$ cat config.mk
export PLATFORM = sky130hd
export DESIGN_NAME = rd_resp_fmt
export DESIGN_NICKNAME = d
export VERILOG_FILES = /design/src/rtl/rd_resp_pkg.sv /design/src/rtl/rd_resp_ctrl.sv /design/src/rtl/rd_resp_mux.sv /design/src/rtl/rd_resp_fmt.sv
export SDC_FILE = /design/constraint.sdc
export NUM_CORES = 1
export LEC_CHECK = 0
export BUFFER_PORTS_ARGS = -buffer_cell sky130_fd_sc_hd__clkbuf_2
export CAP_MARGIN = 10
export CORE_MARGIN = 2
export CORE_UTILIZATION = 50
export CTS_CLUSTER_DIAMETER = 30
export DETAILED_ROUTE_END_ITERATION = 12
export MAX_ROUTING_LAYER = met4
export PLACE_DENSITY_LB_ADDON = 0.3
export SLEW_MARGIN = 10
export SYNTH_ARGS = -nofsm -noshare
export SYNTH_HDL_FRONTEND = slang
export SYNTH_SLANG_ARGS = --single-unit
$ cat constraint.sdc
create_clock -name clk_i -period 2.3 [get_ports clk_i]
set_clock_uncertainty 0.1 [all_clocks]
set_input_delay 0 -clock clk_i [delete_from_list [all_inputs] [get_ports clk_i]]
set_output_delay 0 -clock clk_i [all_outputs]
set_load 0.1 [all_outputs]
$ cat src/rtl/rd_resp_pkg.sv
package rd_resp_pkg;
  localparam int unsigned BYTE_W = 8;

  typedef enum logic [3:0] {
    ST_IDLE,
    ST_DI,
    ST_WC_LO,
    ST_WC_HI,
    ST_HECC,
    ST_PAY,
    ST_SECC,
    ST_CS_LO,
    ST_CS_HI
  } rr_state_e;
endpackage

$ cat src/rtl/rd_resp_ctrl.sv
module rd_resp_ctrl
  import rd_resp_pkg::*;
#(
  parameter int unsigned LEN_W = 16
) (
  input  logic             clk_i,
  input  logic             rst_ni,
  input  logic             req_valid_i,
  input  logic [LEN_W-1:0] len_i,
  input  logic             short_sel_i,
  input  logic             pl_valid_i,
  input  logic             out_ready_i,
  output logic             req_ready_o,
  output logic             take_o,
  output rr_state_e        state_o,
  output logic             out_valid_o,
  output logic             out_last_o,
  output logic             pl_ready_o
);
  rr_state_e        state_q;
  logic [LEN_W-1:0] rem_q;
  logic             short_q;

  assign req_ready_o = (state_q == ST_IDLE);
  assign take_o      = req_valid_i && req_ready_o;
  assign state_o     = state_q;
  assign out_valid_o = (state_q == ST_PAY) ? pl_valid_i : (state_q != ST_IDLE);
  assign pl_ready_o  = (state_q == ST_PAY) && out_ready_i;
  assign out_last_o  = (state_q == ST_SECC) || (state_q == ST_CS_HI);

  always_ff @(posedge clk_i or negedge rst_ni) begin
    if (!rst_ni) begin
      state_q <= ST_IDLE;
      rem_q   <= '0;
      short_q <= 1'b0;
    end else begin
      unique case (state_q)
        ST_IDLE: if (req_valid_i) begin
          short_q <= short_sel_i;
          rem_q   <= len_i;
          state_q <= ST_DI;
        end
        ST_DI:    if (out_ready_i) state_q <= short_q ? ST_PAY : ST_WC_LO;
        ST_WC_LO: if (out_ready_i) state_q <= ST_WC_HI;
        ST_WC_HI: if (out_ready_i) state_q <= ST_HECC;
        ST_HECC:  if (out_ready_i) state_q <= (rem_q == '0) ? ST_CS_LO : ST_PAY;
        ST_PAY: if (pl_valid_i && out_ready_i) begin
          rem_q <= rem_q - 1'b1;
          if (rem_q == LEN_W'(1)) state_q <= short_q ? ST_SECC : ST_CS_LO;
        end
        ST_SECC:  if (out_ready_i) state_q <= ST_IDLE;
        ST_CS_LO: if (out_ready_i) state_q <= ST_CS_HI;
        ST_CS_HI: if (out_ready_i) state_q <= ST_IDLE;
        default:  state_q <= ST_IDLE;
      endcase
    end
  end

  AST_PAY_NONEMPTY: assert property (@(posedge clk_i) disable iff (!rst_ni)
    state_q == ST_PAY |-> rem_q != '0);
  AST_SHORT_NO_FOOTER: assert property (@(posedge clk_i) disable iff (!rst_ni)
    short_q && state_q != ST_IDLE |-> state_q != ST_CS_LO && state_q != ST_CS_HI);
  AST_PL_READY_GATED: assert property (@(posedge clk_i) disable iff (!rst_ni)
    pl_ready_o |-> out_ready_i && state_q == ST_PAY);
endmodule

$ cat src/rtl/rd_resp_mux.sv
module rd_resp_mux
  import rd_resp_pkg::*;
#(
  parameter int unsigned LEN_W = 16
) (
  input  rr_state_e         state_i,
  input  logic [BYTE_W-1:0] di_i,
  input  logic [LEN_W-1:0]  len_i,
  input  logic              ecc_en_i,
  input  logic              csum_en_i,
  input  logic [BYTE_W-1:0] ecc_i,
  input  logic [15:0]       csum_i,
  input  logic [BYTE_W-1:0] pl_data_i,
  output logic [BYTE_W-1:0] data_o
);
  logic [15:0] wc;
  logic [15:0] cs;

  assign wc = 16'(len_i);
  assign cs = csum_en_i ? csum_i : 16'h0000;

  always_comb begin
    unique case (state_i)
      ST_DI:            data_o = di_i;
      ST_WC_LO:         data_o = wc[7:0];
      ST_WC_HI:         data_o = wc[15:8];
      ST_HECC, ST_SECC: data_o = ecc_en_i ? ecc_i : 8'h00;
      ST_PAY:           data_o = pl_data_i;
      ST_CS_LO:         data_o = cs[7:0];
      ST_CS_HI:         data_o = cs[15:8];
      default:          data_o = 8'h00;
    endcase
  end
endmodule

$ cat src/rtl/rd_resp_fmt.sv
module rd_resp_fmt
  import rd_resp_pkg::*;
#(
  parameter int unsigned VC_W      = 2,
  parameter int unsigned DT_W      = 6,
  parameter int unsigned LEN_W     = 16,
  parameter int unsigned SHORT_MAX = 7
) (
  input  logic              clk_i,
  input  logic              rst_ni,
  input  logic              req_valid_i,
  output logic              req_ready_o,
  input  logic [VC_W-1:0]   vc_i,
  input  logic [DT_W-1:0]   dtype_i,
  input  logic [LEN_W-1:0]  len_i,
  input  logic              short_en_i,
  input  logic              ecc_en_i,
  input  logic              csum_en_i,
  input  logic [BYTE_W-1:0] ecc_i,
  input  logic [15:0]       csum_i,
  input  logic [BYTE_W-1:0] pl_data_i,
  input  logic              pl_valid_i,
  output logic              pl_ready_o,
  output logic [BYTE_W-1:0] out_data_o,
  output logic              out_valid_o,
  input  logic              out_ready_i,
  output logic              out_last_o
);
  localparam int unsigned CNT_W = $clog2(SHORT_MAX + 1);

  logic              short_sel, take;
  logic [BYTE_W-1:0] di_d, di_q;
  logic [LEN_W-1:0]  len_q;
  logic              ecc_en_q, csum_en_q;
  rr_state_e         state;

  assign short_sel = short_en_i && (len_i != '0) && (len_i <= LEN_W'(SHORT_MAX));
  // short identifier carries the byte count in its low bits
  assign di_d = short_sel ? {vc_i, dtype_i[DT_W-1:CNT_W], len_i[CNT_W-1:0]}
                          : {vc_i, dtype_i};

  always_ff @(posedge clk_i or negedge rst_ni) begin
    if (!rst_ni) begin
      di_q      <= '0;
      len_q     <= '0;
      ecc_en_q  <= 1'b0;
      csum_en_q <= 1'b0;
    end else if (take) begin
      di_q      <= di_d;
      len_q     <= len_i;
      ecc_en_q  <= ecc_en_i;
      csum_en_q <= csum_en_i;
    end
  end

  rd_resp_ctrl #(.LEN_W(LEN_W)) u_ctrl (
    .clk_i      (clk_i),
    .rst_ni     (rst_ni),
    .req_valid_i(req_valid_i),
    .len_i      (len_i),
    .short_sel_i(short_sel),
    .pl_valid_i (pl_valid_i),
    .out_ready_i(out_ready_i),
    .req_ready_o(req_ready_o),
    .take_o     (take),
    .state_o    (state),
    .out_valid_o(out_valid_o),
    .out_last_o (out_last_o),
    .pl_ready_o (pl_ready_o)
  );

  rd_resp_mux #(.LEN_W(LEN_W)) u_mux (
    .state_i  (state),
    .di_i     (di_q),
    .len_i    (len_q),
    .ecc_en_i (ecc_en_q),
    .csum_en_i(csum_en_q),
    .ecc_i    (ecc_i),
    .csum_i   (csum_i),
    .pl_data_i(pl_data_i),
    .data_o   (out_data_o)
  );

  AST_REQ_IDLE: assert property (@(posedge clk_i) disable iff (!rst_ni)
    req_ready_o |-> !out_valid_o);
  AST_HOLD_HEADER: assert property (@(posedge clk_i) disable iff (!rst_ni)
    out_valid_o && !out_ready_i && (state == ST_DI || state == ST_WC_LO || state == ST_WC_HI)
    |=> out_valid_o && $stable(out_data_o));
  AST_LAST_VALID: assert property (@(posedge clk_i) disable iff (!rst_ni)
    out_last_o |-> out_valid_o);
  AST_END_IDLE: assert property (@(posedge clk_i) disable iff (!rst_ni)
    out_valid_o && out_ready_i && out_last_o |=> req_ready_o);
  AST_ECC_ZERO: assert property (@(posedge clk_i) disable iff (!rst_ni)
    out_valid_o && (state == ST_HECC || state == ST_SECC) && !ecc_en_q |-> out_data_o == 8'h00);
  AST_CSUM_ZERO: assert property (@(posedge clk_i) disable iff (!rst_ni)
    out_valid_o && (state == ST_CS_LO || state == ST_CS_HI) && !csum_en_q |-> out_data_o == 8'h00);
endmodule

==> impl_metrics.ini <==
[critical_path]
crit_type = reg -> out
critical_path_required_ns = 2.20
reg2reg_from = u_ctrl.rem_q[8]
path_max_fanout = 9
endpoint_kind = primary output
critPathArrivalTime_ns = 2.07
r2r-end = u_ctrl.state_o[1]
cp-start-kind = flop
reg2reg_depth = 5
r2r_slack_ns = 0.15

[synth]
synth-adder-area-share = 0.0129
ys.flop_type = dfrtp_1
synth_area_um2 = 2910
synth.mux.area_fraction = 0.0486
ys_ff_latch = 47
yosys.area_share.xor_xnor = 0.00301
synth_top_family_by_area = simple AND/OR/NAND/NOR gates
ys_seq_area_frac = 0.405
ys_top_cells_by_area = dfrtp_1, nand2_1, a22oi_1, a21oi_1, mux2i_1
synth_top_area_frac = 0.405
synth-simple-area-share = 0.264
ys_warn_count = 0
synthArstFlopShare = 1.00
syn_avg_cell_area_um2 = 8.14
synth_edf_count = 0
synth_cells = 357
yosysUniqueCellTypes = 56
synth_top_area_cell = dfrtp_1
synth_compound_area_frac = 0.224
syn_nets = 424

[power]
swShare = 0.509
p_clk_frac = 0.109
p_switching_mw = 3.04
power-per-cell-area_nw_per_um2 = 1470
power_leakage_nw = 1.85
p_seq_frac = 0.261
power_frac_comb = 0.630
internal_power_mw = 2.93
ir_drop_mv = 1.23

[finish]
final.fill_count = 417
nets = 524
area_growth_pct = 40.0
diodes = 0
final_cell_mix = nand2_1, clkbuf_2, dfrtp_1, dlygate4sd3_1, nor2_1
instances_no_fill = 530
final_common_cell = nand2_1
drive_gt1_frac = 0.297

[floorplanning]
dieHeight_um = 80.2
io_pins = 76
coreArea_um2 = 5570
start_util = 0.521
die_w_um = 80.2
fp.dieArea_um2 = 6440
rows = 27

[clocking]
htreeDepth = 2
cts-root-buf = clkbuf_8
post_cts.repair.setup_buffers = 0
cts_sinks = 47
cts_tree = yes
max-clock-path-buffers = 2
cts_inserted_buffers = 5
clk_latency_ns = 0.30
clkTransAtPathRegs_ns = 0.09

[timing]
max_freq_mhz = 460
post-route-period-util = 0.945
tns_ns = 0
period_needed_ns = 2.17
setup_viol = 0
slew_headroom = 0.505
worstMarginPinSlew_ns = 0.743
finalHoldViolations = 0
slew_violations = 0
rsz0062_at_grt = no

[detailed_routing]
detail-route-antenna-nets = 0
via_per_inst = 6.02
wirelength_um = 9070
drt_iter0_drc = 253
post-route-drc-count = 0
routedWlPerCell_um = 17.1
drtPass1Iterations = 5
vias = 3193

[placed_design]
port_buffers = 75
gp_congestion = 0.943
hpwl_um = 6370
placed_cells = 493

[job]
cap_violations = 0

[hold_path]
min_path_type = in -> async

[grt]
grtUsageTotal = 0.302
grt-ovfl-total = 0
grt_pass1_vias = 3090
antenna_found_initial = 0
grt_max_degree = 33
grt_pass1_wl_um = 14600

[outcome]
status = completed
## per-layer routing
metal  part of all wire  wire length [um]  global-route usage  up-vias
met5                  0                 0                   -        -
met2               0.48              4330               0.467      191
met1               0.41              3710               0.387     1496
met4              0.037               338               0.147        0
li1                   -                 -                   -     1475
met3              0.077               695              0.0517       31
## worst max-delay path: stages, from the launching register on
cell	delay [ns]
dfrtp_2	0.51
and2b_1	0.33
and3_2	0.33
a22oi_1	0.14
o221ai_2	0.24
buf_12	0.21
## power by group through the flow
| stage | combinational, mW | clock, mW | sequential [mW] |
|---|---|---|---|
| after floorplan | 2.74 | 0 | 1.43 |
| after global placement | 3.61 | 0 | 1.52 |
| after detailed placement | 3.67 | 0 | 1.55 |
| after CTS | 3.73 | 0.658 | 1.54 |
| after global routing | 4.03 | 0.688 | 1.61 |
| final | 3.76 | 0.654 | 1.56 |
## metrics by stage
| stage | setup slack, ns | power, mW | util | hold slack, ns | cell area [um2] |
|---|---|---|---|---|---|
| global placement | 0.195 | 5.14 | 0.654 | -0.128 | 3650 |
| detailed placement | 0.130 | 5.22 | 0.654 | -0.124 | 3650 |
| CTS | 0.0436 | 5.93 | 0.728 | 0.0802 | 4060 |
| global route | 0.0242 | 6.32 | 0.730 | 0.116 | 4070 |
| finish | 0.127 | 5.97 | 0.730 | 0.0759 | 4070 |
| floorplan | -0.510 | 4.18 | - | -0.396 | 3100 |
## cells by family (layout without fill, tap and decap cells)
family | after synthesis | after routing
fa+ha+maj | 3 | 3
flops | 47 | 47
mux | 14 | 14
simple gates | 162 | 162
buf+inv | 31 | 132
xor+xnor | 1 | 1
compound gates | 99 | 99
## sequential cells by signal, summed over array words and instances, names as in the netlist
register / flops
csum_en_q: 1
di_q: 8
ecc_en_q: 1
len_q: 16
u_ctrl.rem_q: 16
u_ctrl.short_q: 1
u_ctrl.state_o: 4
## Yosys cell counts, types with 3 or more instances
cell type and number:
a21oi_1 31, a22oi_1 21, and2_1 3, and3_1 4, buf_2 7, clkbuf_1 16
dfrtp_1 47, ha_1 3, inv_1 4, mux2i_1 13, nand2_1 90, nand3_1 4
nor2_1 31, nor3_1 4, o21ai_0 3, o21ai_1 17, o221ai_1 8, o22ai_1 3
or4_1 4
## layout make-up
| class | count | area, um2 | area share |
|---|---|---|---|
| Tap cell | 72 | 90.1 | 0.0221 |
| Timing Repair Buffer | 118 | 925 | 0.227 |
| Sequential cell | 47 | 1180 | 0.290 |
| Clock buffer | 6 | 82.6 | 0.0203 |
| Inverter | 6 | 22.5 | 0.00553 |
| Multi-Input combinational cell | 279 | 1730 | 0.425 |
| Clock inverter | 2 | 38.8 | 0.00953 |
## timing repair
item / in CTS / in global routing
setup endpoints to repair: 5 / 12
gates cloned: 0 / 0
hold buffers: 29 / 0
hold endpoints to repair: 59 / 0
gates resized for setup: 1 / 6
## worst max path at each step
| stage | start | endpoint |
|---|---|---|
| 4_1_cts | u_ctrl.state_o[3] | out_data_o[4] |
| 5_1_grt | u_ctrl.rem_q[0] | u_ctrl.rem_q[12] |
| 2_1_floorplan | u_ctrl.state_o[2] | u_ctrl.rem_q[10] |
| 3_5_place_dp | u_ctrl.state_o[2] | u_ctrl.rem_q[15] |
| 6_report | u_ctrl.state_o[3] | out_data_o[4] |
| 3_3_place_gp | u_ctrl.rem_q[8] | u_ctrl.state_o[1] |
Note: power is estimated with default switching activity, not from simulation.
